## config.mk

```make
export PLATFORM = sky130hd
export DESIGN_NAME = lvl_intc
export DESIGN_NICKNAME = d
export VERILOG_FILES = /design/src/rtl/intc_pkg.sv /design/src/rtl/intc_regs.sv /design/src/rtl/intc_route.sv /design/src/rtl/intc_prio.sv /design/src/rtl/lvl_intc.sv
export SDC_FILE = /design/constraint.sdc
export NUM_CORES = 1
export LEC_CHECK = 0
export BUFFER_PORTS_ARGS = -buffer_cell sky130_fd_sc_hd__buf_4
export CAP_MARGIN = 10
export CORE_MARGIN = 3
export CORE_UTILIZATION = 50
export DETAILED_ROUTE_END_ITERATION = 10
export GPL_ROUTABILITY_DRIVEN = 0
export HOLD_SLACK_MARGIN = 0.05
export PLACE_DENSITY = 0.75
export SLEW_MARGIN = 20
export SYNTH_ARGS = -nofsm -noshare
export SYNTH_HDL_FRONTEND = slang
export SYNTH_SLANG_ARGS = --single-unit
```

## constraint.sdc

```tcl
create_clock -name clk -period 2.03 [get_ports clk]
set_input_delay 0 -clock clk [delete_from_list [all_inputs] [get_ports clk]]
set_output_delay 0 -clock clk [all_outputs]
set_load 0.005 [all_outputs]
```

## src/rtl/intc_pkg.sv

```systemverilog
package intc_pkg;
    localparam int unsigned N_SRC  = 32;
    localparam int unsigned N_OUT  = 2;
    localparam int unsigned IDX_W  = $clog2(N_SRC);
    localparam int unsigned ADDR_W = 8;
    localparam int unsigned GLB    = N_SRC - 1;

    localparam logic [ADDR_W-1:0] OFS_STAT0 = 8'h00;
    localparam logic [ADDR_W-1:0] OFS_STAT1 = 8'h04;
    localparam logic [ADDR_W-1:0] OFS_ROUTE = 8'h20;
    localparam logic [ADDR_W-1:0] OFS_LEVEL = 8'h30;
    localparam logic [ADDR_W-1:0] OFS_SET   = 8'h34;
    localparam logic [ADDR_W-1:0] OFS_CLR   = 8'h38;

    typedef logic [N_SRC-1:0] vec_t;

    typedef struct packed {
        vec_t             lvl;
        vec_t             en;
        vec_t             route;
        logic [N_OUT-1:0] irq;
    } state_t;
endpackage

```

## src/rtl/intc_regs.sv

```systemverilog
module intc_regs
    import intc_pkg::*;
(
    input  logic                       clk,
    input  logic                       rst_n,
    input  vec_t                       src_i,
    input  logic                       we,
    input  logic [ADDR_W-1:0]          addr,
    input  vec_t                       wdata,
    input  logic [N_OUT-1:0][N_SRC-1:0] stat,
    output vec_t                       lvl,
    output vec_t                       en,
    output vec_t                       route,
    output logic [N_OUT-1:0]           irq
);
    state_t st_d, st_q;

    always_comb begin
        st_d     = st_q;
        st_d.lvl = src_i;
        if (we) begin
            unique case (addr)
                OFS_SET:   st_d.en    = st_q.en | wdata;
                OFS_CLR:   st_d.en    = st_q.en & ~wdata;
                OFS_ROUTE: st_d.route = wdata;
                default:   ;
            endcase
        end
        for (int k = 0; k < int'(N_OUT); k++) begin
            st_d.irq[k] = |stat[k];
        end
    end

    always_ff @(posedge clk or negedge rst_n) begin
        if (!rst_n) begin
            st_q <= '0;
        end else begin
            st_q <= st_d;
        end
    end

    assign lvl   = st_q.lvl;
    assign en    = st_q.en;
    assign route = st_q.route;
    assign irq   = st_q.irq;
endmodule

```

## src/rtl/intc_route.sv

```systemverilog
module intc_route
    import intc_pkg::*;
(
    input  vec_t                        lvl,
    input  vec_t                        en,
    input  vec_t                        route,
    output logic [N_OUT-1:0][N_SRC-1:0] stat
);
    vec_t live;
    assign live = en[GLB] ? (lvl & en) : '0;

    for (genvar k = 0; k < int'(N_OUT); k++) begin : g_out
        if (k == 0) begin : g_zero
            assign stat[k] = live & ~route;
        end else begin : g_one
            assign stat[k] = live & route;
        end
    end
endmodule

```

## src/rtl/intc_prio.sv

```systemverilog
module intc_prio
    import intc_pkg::*;
(
    input  vec_t             vec,
    output logic [IDX_W-1:0] idx,
    output logic             valid
);
    always_comb begin
        idx   = '0;
        valid = |vec;
        for (int i = int'(N_SRC) - 1; i >= 0; i--) begin
            if (vec[i]) idx = IDX_W'(i);
        end
    end
endmodule

```

## src/rtl/lvl_intc.sv

```systemverilog
module lvl_intc
    import intc_pkg::*;
(
    input  logic              clk,
    input  logic              rst_n,
    input  logic [31:0]       src_i,
    input  logic              bus_we,
    input  logic [7:0]        bus_addr,
    input  logic [31:0]       bus_wdata,
    output logic [31:0]       bus_rdata,
    output logic [1:0]        irq_o,
    output logic [4:0]        pend_idx,
    output logic              pend_valid
);
    vec_t                        lvl_w, en_w, route_w;
    vec_t                        stat0_w, stat1_w;
    logic [N_OUT-1:0][N_SRC-1:0] stat_w;

    intc_regs u_regs (
        .clk   (clk),
        .rst_n (rst_n),
        .src_i (src_i),
        .we    (bus_we),
        .addr  (bus_addr),
        .wdata (bus_wdata),
        .stat  (stat_w),
        .lvl   (lvl_w),
        .en    (en_w),
        .route (route_w),
        .irq   (irq_o)
    );

    intc_route u_route (
        .lvl   (lvl_w),
        .en    (en_w),
        .route (route_w),
        .stat  (stat_w)
    );

    assign stat0_w = stat_w[0];
    assign stat1_w = stat_w[1];

    intc_prio u_prio (
        .vec   (stat0_w),
        .idx   (pend_idx),
        .valid (pend_valid)
    );

    always_comb begin
        unique case (bus_addr)
            OFS_STAT0: bus_rdata = stat0_w;
            OFS_STAT1: bus_rdata = stat1_w;
            OFS_ROUTE: bus_rdata = route_w;
            OFS_LEVEL: bus_rdata = lvl_w;
            OFS_SET:   bus_rdata = en_w;
            default:   bus_rdata = '0;
        endcase
    end
endmodule

```

# After elaboration in Yosys (flattened, before gate mapping)
# Index checks and enable logic that the tools add are counted.
# op_classes
n_addsub	0
multipliers	0
n_div	0
order_cmp	0
n_eq_ne	5
shifts	0
n_mux	35
bitwise	7
n_reduce_logical	6
# ops
operator	n
5-bit two-way mux	32
32-bit case mux with 5 select lines	1
32-bit bitwise AND	4
32-bit inverter	2
32-bit case mux with 2 select lines	1
32-bit OR reduction	2
8-bit by 6-bit == test with 1-bit output, second input constant	4
32-bit two-way mux	1
32-bit OR	1
8-bit by 3-bit == test with 1-bit output, second input constant	1
8-bit logical NOT	1
2-bit AND reduction	2
2-bit nonzero test	1
# word_totals
register_bits	98
latchBits	0
mem_bits_rw	0
romBits	0
wordCells	57
n_memories	0

# Logic depth before layout (Yosys ltp)
# Gate-level depths: netlist of run 1.
# logic_depth
ltp_word	35
ltp_mapped	9
depth_no_buf	5

# Cells and area by module
# From an unflattened synthesis of run 1, not the netlist that was laid out.
# unflattened
hier_cells	568
hier_area_um2	6160.9
# by_module_without_submodules
mod	instances	cells_each	area_per_inst_um2
intc_regs	1	275	3792.4
lvl_intc	1	157	1322.5
intc_route	1	71	660.6
intc_prio	1	65	385.4

# Least setup slack after synthesis of run 1
# No wires, ideal clock.
# synth_path
path_type	flip-flop to flip-flop
from	reg (tool-made name)
to	reg u_regs.st_q, in the netlist u_regs.irq[0]
setup_time_ns	0.154
arrival_ns	1.576
t_required_ns	1.876
path_slack_ns	0.300
stages_incl_launch_ff	10
path_buffers	4
cell_sequence	dfrtp_1 -> buf_2 -> buf_6 -> buf_6 -> buf_6 -> nand4b_2 -> o21ai_0 -> nor2_1 -> nand4_1 -> nand3b_1
# synth_rtl
item	line_no	source
end signal, assigned	intc_regs.sv:38	st_q <= st_d;
end, declared	intc_regs.sv:16	state_t st_d, st_q;

==> out/qor.csv, run 1 <==
stage;metric;value;unit
worst_setup_path;cp-start-kind;flop;
flow_run;drv_cap;0;
worst_setup_path;cp_max_fo;7;
route;drtIter0Drc;643;
sta;drv_slew;0;
floorplan;core-area;10500;µm²
grt;track_usage;0.306;
yosys;synth-xor-area-share;0;
grt;grt_pass1_wl;28300;µm
yosys;synth-seq-area-share;0.450;
cells_and_area;final_core_util;0.722;
power;power_density;556;nW/µm²
worst_setup_path;cp.required;2.03;ns
yosys;yosys_warnings;0;
floorplan;dieArea;12200;µm²
yosys;synth_ff_type;dfrtp_1;
floorplan;die_w;110;µm
cells_and_area;nets;798;
outcome;violations;negative setup slack;
route;wirelength;18100;µm
route;wl_per_cell;21.0;µm
route;wl_met2;8820;µm
grt;first_global_vias;5420;
sta;setup_viol;9;
clocking;cts_buffers;9;
cells_and_area;syn2layout_area_growth;38.8;%
yosys;synth_top_family_by_area;compound AO/OA/AOI/OAI gates;
worst_setup_path;crit_type;reg -> out;
sta;skew;0.00790;ns
yosys;synthAdderAreaFrac;0;
yosys;synthArstFlopShare;1.00;
placed_design;numPortBuffers;114;
route;dr_wl_met3;1720;µm
route;routed.top_layer;met4;
clocking;cts_sinks;98;
sta;fin_crit_sh;1.13;
grt;antenna_found_initial;0;
placed_design;dp_slack;0.0978;ns
yosys;synth_compound_area_frac;0.214;
sta;finalHoldViolCount;0;
cells_and_area;n_antenna_cell;0;
yosys;synth-simple-area-share;0.208;
clocking;clkLatencyLatePin;0.39;ns
floorplan;die_y;110;µm
worst_setup_path;critPathBufInv;3;
sta;slew_headroom;0.416;
sta;holdWs;0.0739;ns
grt;grt-ovfl-total;0;
yosys;synth.top_cell.area_share;0.450;
power;p_leak;3.49;nW
yosys;yosysUniqueCellTypes;55;
min_path;hp-class;in -> reg;
worst_setup_path;cp_cell_sequence;buf_12 -> buf_6 -> and4b_2 -> nor4_4 -> a211o_1 -> a31oi_1 -> o41a_1 -> buf_4;
sta;period_minus_slack;2.30;ns
floorplan;ios;115;
floorplan;initial_core_util;0.521;
cells_and_area;postLayoutCellArea;7560;µm²
floorplan;row_count;37;
yosys;yosysTopAreaCell;dfrtp_1;
yosys;syn_area_per_cell;10.1;µm²
placed_design;place_area;6480;µm²
sta;rsz0062_at_grt;true;
route;route.detailed.drc;0;
sta;max_freq;435;MHz
placed_design;dpl.hpwl;11700;µm
worst_setup_path;crit_path_top_delay_cell;dfrtp_1;
cells_and_area;instances_no_fill;863;
clocking;cts-root-buf;clkbuf_8;
clocking;cts_tree;yes;
yosys;synth_edf_count;0;
power;ir_worst_vdd;0.588;mV
worst_setup_path;slowest_delay;0.44;ns
route;viasPerCell;6.43;
worst_setup_path;crit_path_end_kind;primary output;
clocking;htreeDepth;3;
sta;fin_ws;-0.268;ns
outcome;status;finished, violations left;
route;wl_met1;7130;µm
clocking;clk_pin_slew;0.09;ns
yosys;synth_seq_cells;98;
placed_design;dp.cells;772;
yosys;syn_area;5450;µm²
grt;grt_max_degree;51;
cells_and_area;multi_input_area;2910;µm²
route;ant_nets;0;
yosys;synth_nets;613;
sta;worstMarginPinSlew;0.873;ns
route;dr.pass1.iters;6;
worst_setup_path;crit_arrival;2.30;ns
route;via_count;5545;
cells_and_area;n_fill_cell;763;
clocking;clockBufferDepth;2;
yosys;synth_area_leaders;dfrtp_1, mux2_4, a31oi_1;
worst_setup_path;crit_family;compound AO/OA/AOI/OAI gates;
yosys;synth.area.mux_share;0.0868;
cells_and_area;ff_latch_area;2450;µm²
yosys;netlist_instances;538;
cells_and_area;drive_gt1_frac;0.305;
cells in the mapped netlist (3+ instances only):
library cell and n:
a222oi_1 16, clkbuf_1 16, inv_1 4, a31oi_1 34, nand3_1 23, buf_2 10, a221oi_1 6, nor3_1 5
buf_6 6, buf_4 4, and2_1 4, a221o_1 6, o21ai_0 37, o211ai_1 15, a21oi_1 40, dfrtp_1 98
nand2b_1 3, nand4b_1 20, nor2b_1 4, and4b_1 11, nand4_1 23, nand2_1 55, nor2_1 24, nor4_2 3
mux2_4 30
worst register-to-register path: stages, from the launching register on:
cell and delay, ns:
dfrtp_1 0.44, buf_12 0.16, buf_4 0.17, nand4b_4 0.13, o21ai_1 0.13, nor2_1 0.16
nand4_1 0.21, nand3b_1 0.28, buf_4 0.17, buf_4 0.12
report_power, final:
part,switching (mW),internal (mW)
registers,0.154,2.08
logic,0.281,0.389
clock network,0.704,0.600
worst paths after layout:
| path | start | endpoint | slack (ns) | depth (start not counted) |
|---|---|---|---|---|
| hold / removal | bus_we | flop | 0.07 | 2 |
| hold reg to reg | u_regs.route[12] | u_regs.route[12] | 0.57 | 1 |
| min in group asynchronous | rst_n | u_regs.lvl[7] | 0.18 | 3 |
| max in group asynchronous | rst_n | u_regs.route[4] | 0.60 | 3 |
| setup / recovery | flop | pend_idx[2] | -0.27 | 8 |
| setup reg to reg | flop | u_regs.irq[0] | -0.04 | 9 |
metal layers:
metal / vias up / track usage
met4: 0 / 0.120
li1: 2484 / -
met5: - / 0
met2: 344 / 0.496
met3: 47 / 0.0885
met1: 2670 / 0.387
final cells by class:
class | count | share of cell area
clock buffer | 11 | 0.0187
clock inverter | 4 | 0.00695
inverter | 4 | 0.00199
multi-input combinational | 400 | 0.385
sequential | 98 | 0.325
tap | 136 | 0.0225
timing repair buffer | 210 | 0.241
stage by stage:
step / setup TNS, ns / total power [mW]
after floorplan: 0 / 2.45
after global placement: 0 / 2.74
after detailed placement: 0 / 2.77
after CTS: -1.47 / 4.20
after global routing: -2.34 / 4.37
final: -1.46 / 4.20
placed cells by master, fill, tap and decap left out, types with 3 or more instances in the layout:
cell           instances
o21ai_0               31
inv_1                  4
dfrtp_1               98
buf_12                 5
nor3_1                 4
a222oi_1              16
a221o_1                6
a31oi_1               34
dlygate4sd3_1         66
o211ai_1              15
nor2b_1                3
buf_6                  4
nand3_1               21
a21oi_1               39
nor4_4                 3
o21ai_1                8
nand4_1               23
nand2_1               55
mux2_4                30
a221oi_1               5
buf_4                135
and4b_1                4
and4b_2                6
nand4b_1              20
clkbuf_8              10
and2_1                 4
nor2_1                24
logic make-up (layout without fill, tap and decap cells):
logic type | Yosys count | count (layout)
simple gates | 192 | 192
compound gates | 176 | 176
flops | 98 | 98
buf+inv | 40 | 229
mux | 32 | 32
repair_timing:
item	CTS	global route
buffers inserted	8	2
hold buffers	66	0
pin swaps	11	14
resized for setup	22	19
endpoints found under the setup margin	7	17
hold endpoints to repair	194	0
Power figures use the tool's default switching activity.
==> inputs of run 2 (changes only) <==
Settings changed: GPL_TIMING_DRIVEN from default to 0.
==> run 2 against run 1 <==
  * The flow still finishes with violations (negative setup slack)
  * Die area stayed put
  * Register-to-register slack lost 0.13 ns
  * Total power increased by 1.0%
  * Setup slack got worse by 0.18 ns
  * Largest cell class unchanged
  * Highest routed layer unchanged
==> out/qor.csv, run 2 (synthesized netlist as in run 1, its figures left out) <==
stage;metric;value;unit
sta;max_freq;404;MHz
grt;grt_pass1_wl;31000;µm
floorplan;ios;115;
worst_setup_path;crit_type;reg -> out;
placed_design;numPortBuffers;113;
sta;slew_headroom;0.398;
cells_and_area;final_common_cell;buf_4;
grt;grt_max_degree;99;
sta;drv_slew;0;
worst_setup_path;reg2reg_to;u_regs.irq[1];
worst_setup_path;critPathBufInv;5;
route;wl_per_cell;23.5;µm
flow_run;drv_cap;0;
worst_setup_path;worst_r2r_path_depth;12;
floorplan;core-area;10500;µm²
worst_setup_path;cp-start-kind;flop;
worst_setup_path;cp_max_fo;7;
floorplan;dieArea;12200;µm²
power;power_density;516;nW/µm²
cells_and_area;drive_gt1_frac;0.386;
sta;fin_ws;-0.445;ns
sta;skew;0.00928;ns
route;wirelength;21500;µm
route;ant_nets;0;
sta;rsz0062_at_grt;true;
placed_design;dp_slack;-0.149;ns
worst_setup_path;crit_arrival;2.47;ns
floorplan;initial_core_util;0.521;
outcome;violations;negative setup slack;
clocking;cts_sinks;98;
cells_and_area;n_fill_cell;626;
route;viasPerCell;6.79;
worst_setup_path;cp_cell_sequence;buf_6 -> buf_12 -> buf_12 -> buf_16 -> nand4b_1 -> nand2_2 -> nor2_1 -> a31oi_2 -> o41a_1 -> buf_4;
grt;track_usage;0.342;
min_path;hp-class;in -> reg;
sta;setup_viol;36;
worst_setup_path;path_common_cell;buf_12;
floorplan;die_y;110;µm
worst_setup_path;crit_path_top_delay_cell;dfrtp_1;
cells_and_area;final_core_util;0.787;
grt;first_global_vias;5828;
sta;finalHoldViolCount;0;
floorplan;row_count;37;
worst_setup_path;crit_path_end_kind;primary output;
power;ir_worst_vdd;0.418;mV
min_path;min-delay-start;bus_we;
route;drtIter0Drc;1158;
worst_setup_path;slowest_delay;0.38;ns
sta;fin_tns_setup;-5.94;ns
clocking;cts_tree;yes;
cells_and_area;nets;850;
power;p_leak;3.78;nW
clocking;clk_pin_slew;0.09;ns
route;via_count;6223;
sta;period_minus_slack;2.47;ns
clocking;cts_buffers;9;
placed_design;dpl.hpwl;13000;µm
route;dr.pass1.iters;9;
cells_and_area;n_antenna_cell;0;
cells_and_area;final_cell_mix;buf_4, dfrtp_1, dlygate4sd3_1;
cells_and_area;syn2layout_area_growth;51.2;%
clocking;htreeDepth;3;
route;route.detailed.drc;0;
floorplan;die_w;110;µm
worst_setup_path;cp.required;2.03;ns
min_path;min_path_cells;2;
sta;fin_crit_sh;1.22;
clocking;clockBufferDepth;2;
worst_setup_path;crit_family;buffers and inverters;
grt;antenna_found_initial;0;
sta;worstMarginPinSlew;0.903;ns
worst_setup_path;rrSetupSlack;-0.17;ns
grt;grt-ovfl-total;0;
clocking;clkLatencyLatePin;0.40;ns
clocking;cts-root-buf;clkbuf_8;
outcome;status;finished, violations left;
-- run 2: layout make-up --
class                           count  area [µm²]  share of cell area
Multi-Input combinational cell    400        3100               0.377
Timing Repair Buffer              226        2040               0.248
Clock buffer                       10         128              0.0155
Tap cell                          136         170              0.0207
Sequential cell                    98        2450               0.298
Clock inverter                      6        40.0             0.00486
Inverter                            4        15.0             0.00182
Buffer                             36         288              0.0349
-- run 2: worst max-delay path by stage --
stage	end	slack, ns	cells after the start
5_1_grt	pend_idx[2]	-0.49	9
2_1_floorplan	u_regs.irq[0]	0.30	9
3_5_place_dp	bus_rdata[5]	-0.15	9
4_1_cts	pend_idx[0]	-0.32	9
6_report	pend_idx[2]	-0.44	10
3_3_place_gp	pend_idx[0]	-0.12	9
-- run 2: routing by layer --
layer / vias to the layer above / routed length [µm] / global-route usage
li1: 2589 / - / -
met2: 572 / 9900 / 0.537
met4: 0 / 1250 / 0.190
met5: - / 0 / 0
met3: 154 / 2890 / 0.0903
met1: 2908 / 7480 / 0.428
-- run 2: metrics by stage --
| stage | hold WS [ns] | cells | power [mW] | instance area, µm² |
|---|---|---|---|---|
| 3_3_place_gp | 0.109 | 787 | 2.75 | 6460 |
| 6_report | 0.154 | 916 | 4.25 | 8230 |
| 3_5_place_dp | 0.111 | 787 | 2.78 | 6470 |
| 5_1_grt | 0.143 | 916 | 4.40 | 8230 |
| 4_1_cts | 0.102 | 895 | 4.18 | 7910 |
| 2_1_floorplan | -0.296 | 538 | 2.45 | 5450 |
-- run 2: repair_timing --
item	in CTS	in global routing
hold buffers	65	0
gates resized for setup	98	49
endpoints found under the setup margin	40	38
cloned	5	0
hold endpoints to repair	194	0
buffers inserted	22	22
pin swaps	43	37
-- run 2: power by group --
part | leakage (nW) | internal [mW] | total [mW] | switching [mW]
registers | 1.28 | 2.08 | 2.24 | 0.164
logic | 2.41 | 0.480 | 0.835 | 0.355
clock network | 0.0868 | 0.448 | 1.17 | 0.724
